[config.mk]
export PLATFORM = sky130hd
export DESIGN_NAME = jgate_top
export DESIGN_NICKNAME = d
export VERILOG_FILES = /design/src/rtl/jgate_pkg.sv /design/src/rtl/jgate_ctrl.sv /design/src/rtl/jgate_dp.sv /design/src/rtl/jgate_top.sv
export SDC_FILE = /design/constraint.sdc
export NUM_CORES = 1
export LEC_CHECK = 0
export BUFFER_PORTS_ARGS = -buffer_cell sky130_fd_sc_hd__buf_4
export CORE_MARGIN = 2
export CORE_UTILIZATION = 58
export DETAILED_ROUTE_END_ITERATION = 8
export HOLD_SLACK_MARGIN = 0.1
export PLACE_DENSITY = 0.94
export RECOVER_POWER = 25
export SYNTH_ARGS = -nofsm -noshare
export SYNTH_HDL_FRONTEND = slang
export SYNTH_SLANG_ARGS = --single-unit
[constraint.sdc]
create_clock -name tck -period 21.7 [get_ports tck]
set_input_delay 1.085 -clock tck [delete_from_list [all_inputs] [get_ports tck]]
set_output_delay 1.085 -clock tck [all_outputs]
set_load 0.1 [all_outputs]
[src/rtl/jgate_pkg.sv]
package jgate_pkg;

  typedef enum logic [3:0] {
    TAP_TLR, TAP_RTI,
    TAP_SEL_DR, TAP_CAP_DR, TAP_SH_DR, TAP_EX1_DR, TAP_PAU_DR, TAP_EX2_DR, TAP_UPD_DR,
    TAP_SEL_IR, TAP_CAP_IR, TAP_SH_IR, TAP_EX1_IR, TAP_PAU_IR, TAP_EX2_IR, TAP_UPD_IR
  } tapState_t;

  // strobes from the TAP control to the data registers
  typedef struct packed {
    logic capDr;
    logic shDr;
    logic updDr;
    logic selChal;
    logic selResp;
  } drStrobe_t;

endpackage

[src/rtl/jgate_ctrl.sv]
module jgate_ctrl
  import jgate_pkg::*;
#(
  parameter int IR_W    = 4,
  parameter int IR_CHAL = 9,
  parameter int IR_RESP = 1
) (
  input  logic      tck,
  input  logic      trstN,
  input  logic      tms,
  input  logic      tdi,
  output drStrobe_t strb,
  output logic      shIr,
  output logic      irTdo
);

  localparam logic [IR_W-1:0] IR_CAPTURE = IR_W'(1);
  localparam logic [IR_W-1:0] IR_BYPASS  = '1;

  tapState_t state, nextState;
  logic [IR_W-1:0] irSh, irReg;

  always_comb begin
    case (state)
      TAP_TLR:    nextState = tms ? TAP_TLR    : TAP_RTI;
      TAP_RTI:    nextState = tms ? TAP_SEL_DR : TAP_RTI;
      TAP_SEL_DR: nextState = tms ? TAP_SEL_IR : TAP_CAP_DR;
      TAP_CAP_DR: nextState = tms ? TAP_EX1_DR : TAP_SH_DR;
      TAP_SH_DR:  nextState = tms ? TAP_EX1_DR : TAP_SH_DR;
      TAP_EX1_DR: nextState = tms ? TAP_UPD_DR : TAP_PAU_DR;
      TAP_PAU_DR: nextState = tms ? TAP_EX2_DR : TAP_PAU_DR;
      TAP_EX2_DR: nextState = tms ? TAP_UPD_DR : TAP_SH_DR;
      TAP_UPD_DR: nextState = tms ? TAP_SEL_DR : TAP_RTI;
      TAP_SEL_IR: nextState = tms ? TAP_TLR    : TAP_CAP_IR;
      TAP_CAP_IR: nextState = tms ? TAP_EX1_IR : TAP_SH_IR;
      TAP_SH_IR:  nextState = tms ? TAP_EX1_IR : TAP_SH_IR;
      TAP_EX1_IR: nextState = tms ? TAP_UPD_IR : TAP_PAU_IR;
      TAP_PAU_IR: nextState = tms ? TAP_EX2_IR : TAP_PAU_IR;
      TAP_EX2_IR: nextState = tms ? TAP_UPD_IR : TAP_SH_IR;
      TAP_UPD_IR: nextState = tms ? TAP_SEL_DR : TAP_RTI;
      default:    nextState = TAP_TLR;
    endcase
  end

  always_ff @(posedge tck or negedge trstN) begin
    if (!trstN) state <= TAP_TLR;
    else        state <= nextState;
  end

  always_ff @(posedge tck or negedge trstN) begin
    if (!trstN) begin
      irSh  <= IR_CAPTURE;
      irReg <= IR_BYPASS;
    end else begin
      case (state)
        TAP_TLR:    irReg <= IR_BYPASS;
        TAP_CAP_IR: irSh  <= IR_CAPTURE;
        TAP_SH_IR:  irSh  <= {tdi, irSh[IR_W-1:1]};
        TAP_UPD_IR: irReg <= irSh;
        default:    ;
      endcase
    end
  end

  always_comb begin
    strb.capDr   = (state == TAP_CAP_DR);
    strb.shDr    = (state == TAP_SH_DR);
    strb.updDr   = (state == TAP_UPD_DR);
    strb.selChal = (irReg == IR_W'(IR_CHAL));
    strb.selResp = (irReg == IR_W'(IR_RESP));
  end

  assign shIr  = (state == TAP_SH_IR);
  assign irTdo = irSh[0];

  AST_TLR_SELECTS_BYPASS: assert property (@(posedge tck) disable iff (!trstN)
    (state == TAP_TLR) |=> (irReg == IR_BYPASS));

  AST_CAPIR_PATTERN: assert property (@(posedge tck) disable iff (!trstN)
    (state == TAP_CAP_IR) |=> (irSh == IR_CAPTURE));

endmodule

[src/rtl/jgate_dp.sv]
module jgate_dp
  import jgate_pkg::*;
#(
  parameter int CHAL_W = 64,
  parameter int RESP_W = 128
) (
  input  logic              tck,
  input  logic              sysRstN,
  input  logic              tdi,
  input  drStrobe_t         strb,
  input  logic [CHAL_W-1:0] challenge,
  input  logic [RESP_W-1:0] refResp,
  input  logic              authAllowed,
  output logic              drTdo,
  output logic              unlocked
);

  logic [CHAL_W-1:0] chalSh;
  logic [RESP_W-1:0] respSh;
  logic              bypassBit;
  logic              respMatch;

  always_ff @(posedge tck) begin
    if (strb.capDr) begin
      bypassBit <= 1'b0;
      if (strb.selChal) chalSh <= challenge;
    end else if (strb.shDr) begin
      if (strb.selChal)      chalSh    <= {tdi, chalSh[CHAL_W-1:1]};
      else if (strb.selResp) respSh    <= {tdi, respSh[RESP_W-1:1]};
      else                   bypassBit <= tdi;
    end
  end

  assign drTdo     = strb.selChal ? chalSh[0] : (strb.selResp ? respSh[0] : bypassBit);
  assign respMatch = (respSh == refResp);

  // grant flop: only the device reset withdraws it
  always_ff @(posedge tck or negedge sysRstN) begin
    if (!sysRstN)
      unlocked <= 1'b0;
    else if (strb.updDr && strb.selResp && authAllowed && respMatch)
      unlocked <= 1'b1;
  end

  AST_GRANT_STICKY: assert property (@(posedge tck) disable iff (!sysRstN)
    unlocked |=> unlocked);

  AST_GRANT_AT_UPDATE: assert property (@(posedge tck) disable iff (!sysRstN)
    $rose(unlocked) |-> $past(strb.updDr && strb.selResp));

  AST_MISMATCH_LOCKED: assert property (@(posedge tck) disable iff (!sysRstN)
    (strb.updDr && !respMatch && !unlocked) |=> !unlocked);

endmodule

[src/rtl/jgate_top.sv]
module jgate_top
  import jgate_pkg::*;
#(
  parameter int CHAL_W  = 64,
  parameter int RESP_W  = 128,
  parameter int IR_W    = 4,
  parameter int IR_CHAL = 9,
  parameter int IR_RESP = 1
) (
  input  logic              tck,
  input  logic              trstN,
  input  logic              sysRstN,
  input  logic              tms,
  input  logic              tdi,
  output logic              tdo,
  input  logic [CHAL_W-1:0] challenge,
  input  logic [RESP_W-1:0] refResp,
  input  logic [1:0]        secMode,
  input  logic              jtagOff,
  input  logic              swDbgEn,
  input  logic              swOverride,
  input  logic              modeSel,
  output logic              dbgEnable,
  output logic              testEnable
);

  drStrobe_t strb;
  logic shIr, irTdo, drTdo, unlocked;
  logic authAllowed, swOpen, modeOpen;

  jgate_ctrl #(.IR_W(IR_W), .IR_CHAL(IR_CHAL), .IR_RESP(IR_RESP)) ctrl_i (
    .tck(tck), .trstN(trstN), .tms(tms), .tdi(tdi),
    .strb(strb), .shIr(shIr), .irTdo(irTdo)
  );

  jgate_dp #(.CHAL_W(CHAL_W), .RESP_W(RESP_W)) dp_i (
    .tck(tck), .sysRstN(sysRstN), .tdi(tdi), .strb(strb),
    .challenge(challenge), .refResp(refResp), .authAllowed(authAllowed),
    .drTdo(drTdo), .unlocked(unlocked)
  );

  assign authAllowed = !jtagOff && (secMode == 2'b01);
  assign swOpen      = swDbgEn && !swOverride;

  always_comb begin
    case (secMode)
      2'b00:   modeOpen = 1'b1;
      2'b01:   modeOpen = unlocked;
      default: modeOpen = 1'b0;
    endcase
  end

  assign dbgEnable  = !jtagOff && !modeSel && (swOpen || modeOpen);
  assign testEnable = !jtagOff && modeSel;
  assign tdo        = jtagOff ? 1'b0 : (shIr ? irTdo : (strb.shDr ? drTdo : 1'b0));

  AST_KILL_BLOCKS_ALL: assert property (@(posedge tck) disable iff (!sysRstN)
    jtagOff |-> (!dbgEnable && !testEnable && !tdo));

  AST_CLOSED_MODE: assert property (@(posedge tck) disable iff (!sysRstN)
    ((secMode == 2'b11) && !(swDbgEn && !swOverride)) |-> !dbgEnable);

  AST_PORT_EXCLUSIVE: assert property (@(posedge tck) disable iff (!sysRstN)
    !(dbgEnable && testEnable));

  AST_TDO_QUIET: assert property (@(posedge tck) disable iff (!sysRstN)
    (!shIr && !strb.shDr) |-> !tdo);

endmodule

==> metrics.md <==
| Metric | Value |
|---|---|
| Skew-Pair Late Insertion Delay | `approximately 0.5 ns` |
| Critical path class | `flop to output port` |
| Worst path required time | `approximately 21 ns` |
| WHS | `roughly 0.37 ns` |
| Post-place instance area | `0.0105 sq mm` |
| Ports | `about 210` |
| Fmax achieved | `295 MHz` |
| Antenna viol nets, final | `0` |
| Post-CTS Resized | `0` |
| CP delay by family, top | `flip-flops` |
| Drt total wl | `around 22 mm` |
| Sw Share | `~24%` |
| Post-synth top area share | `65.6%` |
| Count leader, synth | `edfxtp_1` |
| Worst path slowest cell | `dfrtp_1` |
| Critical-path maximum fanout | `11` |
| Sequential Power Share | `49.6%` |
| Hold_buf cts | `0` |
| DR pass1 iterations | `5` |
| DRT iter0 DRCs | `between 600 and 700` |
| Clock power share | `between 30% and 40%` |
| Synth top area cells | `edfxtp_1 (66%), xor2_1 (9.5%), mux2_1 (8.2%), xnor2_1 (3.2%), dfrtp_1 (2.3%)` |
| Final Slew Violations | `0` |
| Syn nets | `742` |
| Setup TNS | `0 ns` |
| Largest family of logic cells by synthesized area | `XOR/XNOR gates` |
| Die ar. | `around 0.016 sq mm` |
| Metal-1 WL | `roughly 7.9 mm` |
| Logic pwr share | `between 10% and 20%` |
| CTS Buffer Depth | `3` |
| # setup viols final | `0` |
| Slew HR | `between 10% and 20%` |
| Status | `finished, final reports clean` |
| XOR/XNOR Fraction of Synth Area | `13.0%` |
| CP endpoint kind | `output port` |
| Complex-gate fraction of the synthesized area | `under 10%` |
| Post-Synth Adder-Cell Area | `0%` |
| FFs w/ async S/R, synth | `between 6 and 7%` |
| Vias after detailed routing | `between 5000 and 6000` |
| Sequential fraction of the synthesis area | `roughly 70%` |
| Peak VDD IR | `67.5 uV` |
| Post-synthesis mux area share | `just over 8%` |
| RSZ-0062 raised after global routing | `false` |
| Pwr dens | `between 80 and 90 mW/mm^2` |
| Filler instances | `800` |
| Fin. Hold Viols | `0` |
| Clock skew | `just under 0.02 ns` |
| CP Launch Type | `flop` |
| Residual DRC | `0` |
| Finished Layout Cells | `about 960` |
| Clk sinks | `a little over 200` |
| Ys flop type | `edfxtp_1` |
| Core area | `between 0.01 and 0.015 sq mm` |
| Top routing layer used | `met4` |
| Worst-margin pin slew | `~1.2 ns` |
| Placed cells | `just over 900` |
| Mean Syn Cell Area | `approximately 16 sq um` |
| Crit-path cells | `inv_2 -> nor2_1 -> nand2_1 -> a211o_1 -> a21oi_1 -> buf_4` |
| Post-CTS Repair Setup Buffers | `0` |
| Max-Cap Viols | `0` |
| Slowest stage delay, CP | `approximately 0.59 ns` |
| Gpl congestion | `approximately 0.9` |
| Yosys cell types | `41` |
| Fin crit share | `between 10% and 20%` |
| Net Sw Power | `230 uW` |
| First-pass GRT wire length | `~32 mm` |
| Cts bufs inserted | `21` |
| Layout Nets | `~960` |
| Chip width | `between 100 and 150 um` |
| Diode count | `0` |
| Internal power | `approximately 720 uW` |
| WP data arrival | `~2.3 ns` |
| CTS tree | `yes` |
| EDFF count, synth | `192` |
| Synth area leader | `edfxtp_1` |
| Most frequent cells after synthesis | `edfxtp_1 (192), xor2_1 (95), mux2_1 (64)` |
| Simple-gate area share of the yosys netlist | `between 5 and 6%` |
| Initial Util | `60.0%` |
| Row Count | `44` |
| Placed wire-length estimate | `around 16 mm` |
| Largest net degree at the start of global routing | `slightly below 100` |
| Routed wire per std cell | `around 23 um` |
| Tmin final | `~3.4 ns` |
| Reg clk slew, reported paths | `roughly 0.060 ns` |
| Cell Area, Synth | `a little under 0.009 sq mm` |
| Worst min path class | `primary input to asynchronous set/reset pin` |
| Mapped Cells | `~540` |
| Final Cell Area | `approximately 0.011 sq mm` |
| Vias in the first global route | `~5800` |
| Bufs and invs on worst path | `2` |
| P&R area growth vs syn | `27.3%` |
| Chip height | `127 um` |
| Root Buffer | `clkbuf_16` |
| Final core utilization | `76.4%` |
| Via density | `just under 6` |
| Share of cells above drive strength 1 | `roughly a third` |
| Met3 WL | `~2.1 mm` |
| Initial antenna violation count | `0` |
| #FFs+latches synth | `approximately 210` |
| Synthesis Warnings | `0` |
| Leakage power | `between 0.003 and 0.004 uW` |
| PortBufs | `205` |
| Wire length on met2 | `between 10 and 15 mm` |
| H-tree level count | `1` |
| GRT overflow | `0` |
| Global-route usage over all layers | `between 20% and 30%` |
-- cell usage in the layout, fill, tap and decap left out, types with 2 or more instances in the layout --
| cell | count |
|---|---|
| o21ai_0 | 3 |
| buf_4 | 207 |
| edfxtp_1 | 192 |
| inv_6 | 2 |
| o21ai_1 | 9 |
| bufinv_16 | 2 |
| dfstp_2 | 5 |
| a22oi_1 | 5 |
| inv_1 | 4 |
| nand4_1 | 16 |
| inv_2 | 2 |
| nor4_1 | 24 |
| clkinv_1 | 3 |
| nand3_1 | 2 |
| nand2_1 | 16 |
| mux2_1 | 64 |
| xnor2_1 | 32 |
| clkbuf_1 | 9 |
| nor3_1 | 3 |
| a21oi_1 | 9 |
| nor3_2 | 2 |
| clkbuf_16 | 21 |
| xor2_1 | 95 |
| nor2b_1 | 3 |
| dfrtp_1 | 8 |
| nor2_1 | 13 |
-- state kept, by name, summed over array words and instances (netlist names) --
signal / flops
ctrl_i.irReg: 4
ctrl_i.irSh: 4
ctrl_i.state: 4
dp_i.bypassBit: 1
dp_i.chalSh: 64
dp_i.respSh: 128
dp_i.unlocked: 1
-- through the flow --
stage          total power (uW)  setup WS, ns
2_1_floorplan               554         11.22
6_report                    948         18.31
3_3_place_gp                593         18.81
4_1_cts                     947         18.34
5_1_grt                     979         18.21
3_5_place_dp                605         18.53
-- path summary, 6_finish.rpt --
path | depth (start not counted) | slack (ns) | endpoint | start
min in group tck | 0 | 0.47 | dp_i.respSh[4]$_DFFE_PP_ | dp_i.respSh[5]$_DFFE_PP_
worst min register to register | 0 | 0.47 | dp_i.respSh[4]$_DFFE_PP_ | dp_i.respSh[5]$_DFFE_PP_
worst min-delay path | 1 | 0.37 | dp_i.unlocked$_DFFE_PN0P_ | sysRstN
worst max-delay path | 6 | 18.31 | tdo | ctrl_i.state[2]$_DFF_PN0_
worst max register to register | 6 | 18.58 | dp_i.respSh[122]$_DFFE_PP_ | ctrl_i.state[2]$_DFF_PN0_
max in group asynchronous | 1 | 20.67 | ctrl_i.irSh[2]$_DFFE_PN0N_ | trstN
-- power groups by stage --
stage	Combinational, uW	Clock, uW	Sequential [uW]
6_report	131	347	470
5_1_grt	141	365	472
4_1_cts	130	348	469
3_5_place_dp	128	0	477
3_3_place_gp	118	0	475
2_1_floorplan	89.7	0	464
-- worst register-to-register path, stage by stage, from the launching register on --
cell and delay, ns:
dfrtp_1 0.59, inv_2 0.13, nor2_1 0.20, nand2_1 0.18, nor3_2 0.19, buf_4 0.39
buf_4 0.99
-- per-layer routing --
metal | vias to the layer above | track usage (%)
li1 | 2468 | -
met2 | 365 | 46.3
met4 | 0 | 8.27
met1 | 2749 | 33.5
met5 | - | 0
met3 | 62 | 5.70
-- layout make-up --
class,count,area (sq um),area share [%]
Multi-Input combinational cell,315,2600,23.3
Tap cell,184,230,2.06
Clock buffer,29,556,4.97
Timing Repair Buffer,209,1570,14.0
Sequential cell,206,6120,54.7
Inverter,6,22.5,0.201
Clock inverter,7,88.8,0.794
-- logic make-up (layout without fill, tap and decap cells) --
family	after synthesis	in the layout
buffers and inverters	18	251
multiplexers	65	65
flip-flops	206	206
AND/OR/NAND/NOR	86	86
AO/OA/AOI/OAI	36	36
XOR/XNOR	128	128
(Power assumes the default switching activity.)
